**src/rtl/amc_pkg.sv**
```systemverilog
package amc_pkg;
  localparam logic [3:0] MODE_SLAVE7      = 4'b0110;
  localparam logic [3:0] MODE_SLAVE10     = 4'b0111;
  localparam logic [3:0] MODE_MASK_ACCESS = 4'b1001;
  localparam logic [4:0] TEN_BIT_PREFIX   = 5'b11110;

  typedef enum logic [1:0] {
    CMP_OFF   = 2'd0,
    CMP_SEVEN = 2'd1,
    CMP_TEN   = 2'd2
  } cmp_mode_e;
endpackage

```
**src/rtl/amc_regs.sv**
```systemverilog
module amc_regs
  import amc_pkg::*;
#(
  parameter int BYTE_W = 8
) (
  input  logic              clk,
  input  logic              rst_n,
  input  logic [3:0]        mode,
  input  logic              reg_wr,
  input  logic              reg_sel,
  input  logic [BYTE_W-1:0] reg_wdata,
  output logic [BYTE_W-1:0] reg_rdata,
  output logic [BYTE_W-1:0] own_lo,
  output logic [BYTE_W-1:0] own_hi,
  output logic [BYTE_W-1:0] mask
);
  logic redirect;
  logic wr_lo, wr_hi, wr_mask;

  // mask access mode steers the low location to the mask register
  assign redirect = (mode == MODE_MASK_ACCESS);
  assign wr_mask  = reg_wr && !reg_sel && redirect;
  assign wr_lo    = reg_wr && !reg_sel && !redirect;
  assign wr_hi    = reg_wr && reg_sel;

  always_ff @(posedge clk or negedge rst_n) begin
    if (!rst_n) begin
      own_lo <= '0;
      own_hi <= '0;
      mask   <= '1;
    end else begin
      if (wr_lo)   own_lo <= reg_wdata;
      if (wr_hi)   own_hi <= reg_wdata;
      if (wr_mask) mask   <= reg_wdata;
    end
  end

  always_comb begin
    if (reg_sel)       reg_rdata = own_hi;
    else if (redirect) reg_rdata = mask;
    else               reg_rdata = own_lo;
  end
endmodule

```
**src/rtl/amc_compare.sv**
```systemverilog
module amc_compare
  import amc_pkg::*;
#(
  parameter int BYTE_W = 8
) (
  input  logic [BYTE_W-1:0] rx_data,
  input  logic [BYTE_W-1:0] own_lo,
  input  logic [1:0]        own_upper,
  input  logic [BYTE_W-1:0] mask,
  output logic              hit7,
  output logic              hit10_hi,
  output logic              hit10_lo
);
  localparam int PFX_W = BYTE_W - 3;

  logic [BYTE_W-1:0] diff;
  logic [BYTE_W-1:0] care7;
  logic [BYTE_W-1:0] care10;

  assign diff = rx_data ^ own_lo;

  // per-bit care vectors: bit 0 is the direction bit in 7-bit mode
  for (genvar i = 0; i < BYTE_W; i++) begin : g_care
    if (i == 0) begin : g_dir
      assign care7[i] = 1'b0;
    end else begin : g_addr
      assign care7[i] = mask[i];
    end
    assign care10[i] = mask[i];
  end

  assign hit7     = ~|(diff & care7);
  assign hit10_lo = ~|(diff & care10);
  assign hit10_hi = (rx_data[BYTE_W-1:3] == PFX_W'(TEN_BIT_PREFIX)) &&
                    (rx_data[2:1] == own_upper);
endmodule

```
**src/rtl/amc_seq.sv**
```systemverilog
module amc_seq
  import amc_pkg::*;
(
  input  logic       clk,
  input  logic       rst_n,
  input  logic [3:0] mode,
  input  logic       take,
  input  logic       rx_first,
  input  logic       bus_evt,
  input  logic       hit7,
  input  logic       hit10_hi,
  input  logic       hit10_lo,
  output logic       armed,
  output logic       addr_match,
  output logic       rx_ready
);
  cmp_mode_e cm;
  logic armed_d, match_d;

  always_comb begin
    case (mode)
      MODE_SLAVE7:  cm = CMP_SEVEN;
      MODE_SLAVE10: cm = CMP_TEN;
      default:      cm = CMP_OFF;
    endcase
  end

  always_comb begin
    match_d = 1'b0;
    armed_d = armed;
    case (cm)
      CMP_SEVEN: begin
        armed_d = 1'b0;
        if (take && rx_first && hit7) match_d = 1'b1;
      end
      CMP_TEN: begin
        if (bus_evt) begin
          armed_d = 1'b0;
        end else if (take) begin
          if (rx_first) begin
            armed_d = hit10_hi;
          end else if (armed) begin
            armed_d = 1'b0;
            match_d = hit10_lo;
          end
        end
      end
      default: armed_d = 1'b0;
    endcase
  end

  always_ff @(posedge clk or negedge rst_n) begin
    if (!rst_n) begin
      armed      <= 1'b0;
      addr_match <= 1'b0;
      rx_ready   <= 1'b0;
    end else begin
      armed      <= armed_d;
      addr_match <= match_d;
      rx_ready   <= 1'b1;
    end
  end
endmodule

```
**src/rtl/masked_addr_cmp.sv**
```systemverilog
module masked_addr_cmp
  import amc_pkg::*;
#(
  parameter int BYTE_W = 8
) (
  input  logic              clk,
  input  logic              rst_n,
  input  logic [3:0]        mode,
  input  logic              reg_wr,
  input  logic              reg_sel,
  input  logic [BYTE_W-1:0] reg_wdata,
  output logic [BYTE_W-1:0] reg_rdata,
  input  logic              rx_valid,
  output logic              rx_ready,
  input  logic [BYTE_W-1:0] rx_data,
  input  logic              rx_first,
  input  logic              bus_evt,
  output logic              addr_match
);
  logic [BYTE_W-1:0] own_lo, own_hi, mask;
  logic hit7, hit10_hi, hit10_lo;
  logic armed;
  logic take;

  assign take = rx_valid && rx_ready;

  amc_regs #(.BYTE_W(BYTE_W)) u_regs (
    .clk       (clk),
    .rst_n     (rst_n),
    .mode      (mode),
    .reg_wr    (reg_wr),
    .reg_sel   (reg_sel),
    .reg_wdata (reg_wdata),
    .reg_rdata (reg_rdata),
    .own_lo    (own_lo),
    .own_hi    (own_hi),
    .mask      (mask)
  );

  amc_compare #(.BYTE_W(BYTE_W)) u_cmp (
    .rx_data   (rx_data),
    .own_lo    (own_lo),
    .own_upper (own_hi[1:0]),
    .mask      (mask),
    .hit7      (hit7),
    .hit10_hi  (hit10_hi),
    .hit10_lo  (hit10_lo)
  );

  amc_seq u_seq (
    .clk        (clk),
    .rst_n      (rst_n),
    .mode       (mode),
    .take       (take),
    .rx_first   (rx_first),
    .bus_evt    (bus_evt),
    .hit7       (hit7),
    .hit10_hi   (hit10_hi),
    .hit10_lo   (hit10_lo),
    .armed      (armed),
    .addr_match (addr_match),
    .rx_ready   (rx_ready)
  );
endmodule

```
**config.mk**
```make
export PLATFORM = sky130hd
export DESIGN_NAME = masked_addr_cmp
export DESIGN_NICKNAME = d
export VERILOG_FILES = /design/src/rtl/amc_pkg.sv /design/src/rtl/amc_regs.sv /design/src/rtl/amc_compare.sv /design/src/rtl/amc_seq.sv /design/src/rtl/masked_addr_cmp.sv
export SDC_FILE = /design/constraint.sdc
export NUM_CORES = 1
export LEC_CHECK = 0
export BUFFER_PORTS_ARGS = -buffer_cell sky130_fd_sc_hd__buf_2
export CORE_MARGIN = 4
export CORE_UTILIZATION = 56
export CTS_CLUSTER_SIZE = 20
export DETAILED_ROUTE_END_ITERATION = 10
export GPL_TIMING_DRIVEN = 0
export PLACE_DENSITY = 0.84
export RECOVER_POWER = 50
export REMOVE_ABC_BUFFERS = 1
export SKIP_CTS_REPAIR_TIMING = 1
export SLEW_MARGIN = 40
export SYNTH_ARGS = -nofsm -noshare
export SYNTH_HDL_FRONTEND = slang
export SYNTH_SLANG_ARGS = --single-unit
```
**constraint.sdc**
```tcl
create_clock -name clk -period 2.8 [get_ports clk]
set_input_delay 0.28 -clock clk [delete_from_list [all_inputs] [get_ports clk]]
set_output_delay 0.28 -clock clk [all_outputs]
set_load 0.1 [all_outputs]
```
# After elaboration in Yosys (flattened, before gate mapping)
# Cells that the tools add are included.
dict set report word_totals {
  reg_bits 27
  inputBits 27
  output_inout_bits 10
  elab_cells 44
}
dict set report classes {
  eq_ne 8
  n_mux 13
  n_bitwise 3
  reduce_logical 14
}
# cell count
set ops {}
lappend ops {{8-bit bitwise AND} 2}
lappend ops {{8-bit 2-to-1 mux} 2}
lappend ops {{8-bit OR reduction} 2}
lappend ops {{1-bit 2-to-1 mux} 9}
lappend ops {{4-bit by 3-bit equality test with 1-bit output (second input constant)} 2}
lappend ops {{1-bit logical AND} 8}
lappend ops {{8-bit bitwise XOR} 1}
lappend ops {{5-bit equality test (second input constant)} 1}
lappend ops {{4-bit equality test (second input constant)} 1}
lappend ops {{1-bit zero test} 4}
lappend ops {{2-bit case mux with 2 select lines} 1}
lappend ops {{3-bit by 2-bit inequality test with 1-bit output (second input constant)} 1}
lappend ops {{2-bit by 1-bit equality test with 1-bit output (second input constant)} 1}
lappend ops {{2-bit equality test} 1}
lappend ops {{2-bit equality test (second input constant)} 1}
lappend ops {{1-bit case mux with 2 select lines} 1}

# Depth between registers and ports, before layout
dict set report logic_depth {
  ltp_word 9
  depth_mapped 8
  ltp_nobuf 8
}

# Cells and area by module
# From an unflattened synthesis, not the netlist that was laid out.
dict set report unflattened {
  hier_cells 119
  hier_area_um2 1447.6
}
# module n_inst cells_each area_per_inst_um2 seq_area_each_um2
set by_module_without_submodules {}
lappend by_module_without_submodules {amc_regs 1 79 1097.3 610.6}
lappend by_module_without_submodules {amc_seq 1 20 192.7 75.1}
lappend by_module_without_submodules {amc_compare 1 19 151.4 0.0}
lappend by_module_without_submodules {masked_addr_cmp 1 1 6.3 0.0}

# Worst setup path after synthesis
# Ideal clock, no wire load.
dict set report synth_timing {
  path_kind {in2out}
  from {input port mode[0]}
  to {output port reg_rdata[0]}
  t_arrival_ps 2987
  t_required_ps 2520
  path_slack_ps -467
  path_stages 5
  path_buffers 1
  path_cell_list {inv_1 > nor4b_4 > buf_6 > mux2i_1 > o21ai_0}
}
dict set report synth_between {
  elab_chain_cells 3
}
# element line
set synth_lines {}
lappend synth_lines {{start: declaration} masked_addr_cmp.sv:8} ;# input logic [3:0] mode,
lappend synth_lines {{4-bit equality test} amc_regs.sv:21} ;# assign redirect = (mode == MODE_MASK_ACCESS);
lappend synth_lines {{8-bit 2-to-1 mux} amc_regs.sv:40} ;# else if (redirect) reg_rdata = mask;
lappend synth_lines {{8-bit 2-to-1 mux} amc_regs.sv:39} ;# if (reg_sel) reg_rdata = own_hi;
lappend synth_lines {{end: declaration} masked_addr_cmp.sv:12} ;# output logic [BYTE_W-1:0] reg_rdata,
# No other way between the ends.

# Final worst setup path
dict set report layout_timing {
  from {input port mode[0]}
  to {output port reg_rdata[6]}
}
# The elaborated chain is that of the path after synthesis.

==> key figures <==
Routing
  – DR top layer: met4
  – Post-route ant nets: 0
  – Via-to-Cell Ratio: 5.46
  – Via count of the routed design: a little over 1000
  – Metal3 WL: 152 um
  – Wl on met1: 1.41 mm
  – Initial DRC count: 14
  – Drt wl/cell: between 15 and 20 um
  – Routed wire length: slightly below 3 mm
  – DR pass1 iterations: 4
  – DRC: 0
  – Met2 Wirelength: 1.38 mm

Die
  – DIE WIDTH: 58.8 um
  – Die H: 58.8 um
  – Core Region: 2480 sq um
  – Starting density of the core: 0.582
  – Full die area: 3450 sq um
  – I/O pins: 37
  – Rows: 18

STA
  – Max Slew Vio Count: 0
  – Fin Hold WS: 0.209 ns
  – Worst-Margin Slew: 1.45 ns
  – Worst Skew: 0.00124 ns
  – Fmax: 438 MHz
  – Setup ws final: 0.519 ns
  – Slew HR: 0.0333
  – Final period utilization: 0.815
  – # setup viols final: 0
  – Final Hold Viols: 0
  – Final Critical Period: 2.28 ns
  – RSZ-0062 raised after global routing: false
  – Setup TNS: 0 ns

Setup path
  – CP max-delay cell: nor4b_4
  – Crit path DAT: 2.00 ns
  – R2r endpoint: u_seq.addr_match
  – Top cell by count, worst path: buf_2
  – Crit-path max cell delay: about 0.60 ns
  – Worst r2r path cells: 4
  – Crit Path Max Fanout: 6
  – CP cell instances: buf_2, inv_1, nor4b_4, buf_4, mux2i_1, o21ai_0, buf_2
  – Top cell family by delay on the critical path: buffers and inverters
  – WS Path Type: input pin to output pin
  – Internal reg-to-reg setup slack: between 1.5 and 2 ns
  – Startpoint Class: input pin
  – Buf/Inv on CP: 4
  – Reg-to-Reg Start: u_regs.own_lo[4]
  – WP data required: 2.52 ns
  – Worst setup EP type: output pin

Clocking
  – CTS max path bufs: 2
  – Cts bufs inserted: 3
  – # H-tree levels: 1
  – Worst-path clk slew: 0.14 ns
  – Root buffer cell: clkbuf_4
  – TritonCTS clock tree: built
  – Clock Latency Late Sink: 0.32 ns
  – # clock sinks: 27

Placed design
  – Final Wtd Congestion: 0.815
  – Final HPWL DP: around 2.3 mm
  – IO Port Bufs: 36
  – Pre-CTS setup slack: 0.528 ns
  – Placed Area: 1650 sq um

Synth
  – Avg Cell Area, Syn: 12.3 sq um
  – Register area share after synthesis: 0.475
  – #FFs+latches synth: 27
  – Main synth FF type: dfrtp_1
  – Cell count after synthesis: 117
  – Ys async rst share: 1.00
  – Post-synth cell types: 28
  – Number of synthesized flops with an enable pin: 0
  – Yosys warns: 0
  – Cell area after synthesis: 1440 sq um

Power and ir drop
  – Maximum vdd drop: 0.449 mV
  – LEAKAGE: 0.000774 uW
  – Pwr Density: 603 nW/um^2

Final layout
  – # diodes: 0
  – Nets@finish: between 150 and 200
  – P&R area growth vs syn: 16.6%
  – Most frequent cells in the layout: 34 x buf_2, 24 x mux2_2, 19 x dfrtp_1, 12 x nand2_1, 10 x xor2_1
  – Most common cell after layout, fill and taps aside: buf_2
  – Finished layout cell area: about 1700 sq um
  – Fin util: 0.679
  – Layout cells sized above 1: 0.474

Global route
  – Total GRT Usage: 0.187
  – Global-route wire length before repair: 4.93 mm
  – Largest net degree at the start of global routing: 28
  – GRT Residual Overflow: 0
  – Initial antenna violation count: 0
  – Vias in the first global route: 1061

Min path
  – Worst min path class: input pin to register
  – Hold_sp: reg_wdata[1]
  – Hold endpoint: u_regs.own_lo[1]
  – Depth of the worst hold-timing path: 2

Status
  – Status: completed

Run
  – Max cap viols: 0
## state kept, by name (all words and copies together), names as in the netlist
name,count
u_regs.mask,8
u_regs.own_hi,8
u_regs.own_lo,8
u_seq.addr_match,1
u_seq.armed,1
u_seq.rx_ready,1
## cell type report
type	count	area [sq um]
inverter	3	11.3
fill	194	796
clock buffer	4	26.3
tap	30	37.5
multi-input combinational	84	726
timing repair buffer	38	195
sequential	27	686
## layer usage
metal  track usage  vias up
li1              -      489
met1         0.262      500
met2         0.304       24
met3        0.0307        2
met4        0.0453        0
met5             0        -
## cells by family (layout without fill, tap and decap cells)
family,count (synthesis),in the layout,share of synthesized area
AOI/OAI and AO/OA,15,15,0.0642
xor gates and xnor gates,10,10,0.0607
DFF,27,27,0.475
adders and majority gates,2,2,0.0173
other,1,1,0.00260
and+or+nand+nor,24,24,0.115
buffers and inverters,6,45,0.0217
muxes,32,32,0.243
## Yosys cell counts, types with 2 or more instances
master,instances,area [sq um]
a22oi_1,3,22.5
dfrtp_1,19,475
dfstp_2,8,210
ha_1,2,25.0
inv_1,3,11.3
mux2_2,24,270
mux2i_1,8,80.1
nand2_1,12,45.0
nand3b_1,2,15.0
nor2_1,2,7.51
o21ai_0,8,40.0
xor2_1,10,87.6
## where the power goes
part	leakage (uW)	switching (uW)	total, uW	internal [uW]
logic	0.000447	225	336	111
registers	0.000311	45.9	511	466
clock network	0.0000150	110	166	55.7
## how the worst max path moves through the flow
stage | depth (start not counted) | start | end | slack, ns
final | 7 | mode[0] | reg_rdata[6] | 0.52
after global routing | 7 | mode[0] | reg_rdata[3] | 0.39
after CTS | 7 | mode[0] | reg_rdata[6] | 0.52
after detailed placement | 7 | mode[0] | reg_rdata[6] | 0.53
after global placement | 6 | mode[0] | reg_rdata[6] | 0.40
after floorplan | 4 | mode[0] | reg_rdata[0] | -0.82
## per-stage QoR
step           total power, uW  std cells
6_report                  1010        186
4_1_cts                   1020        185
3_5_place_dp               856        181
5_1_grt                   1070        186
3_3_place_gp               841        180
2_1_floorplan              768        114
## worst reg2reg max path: stages, from the launching register on
cell       delay [ns]
dfrtp_1          0.43
xor2_1           0.16
a2111oi_0        0.39
nand2_1          0.10
nor2_1           0.13
Power figures use the tool's default switching activity.
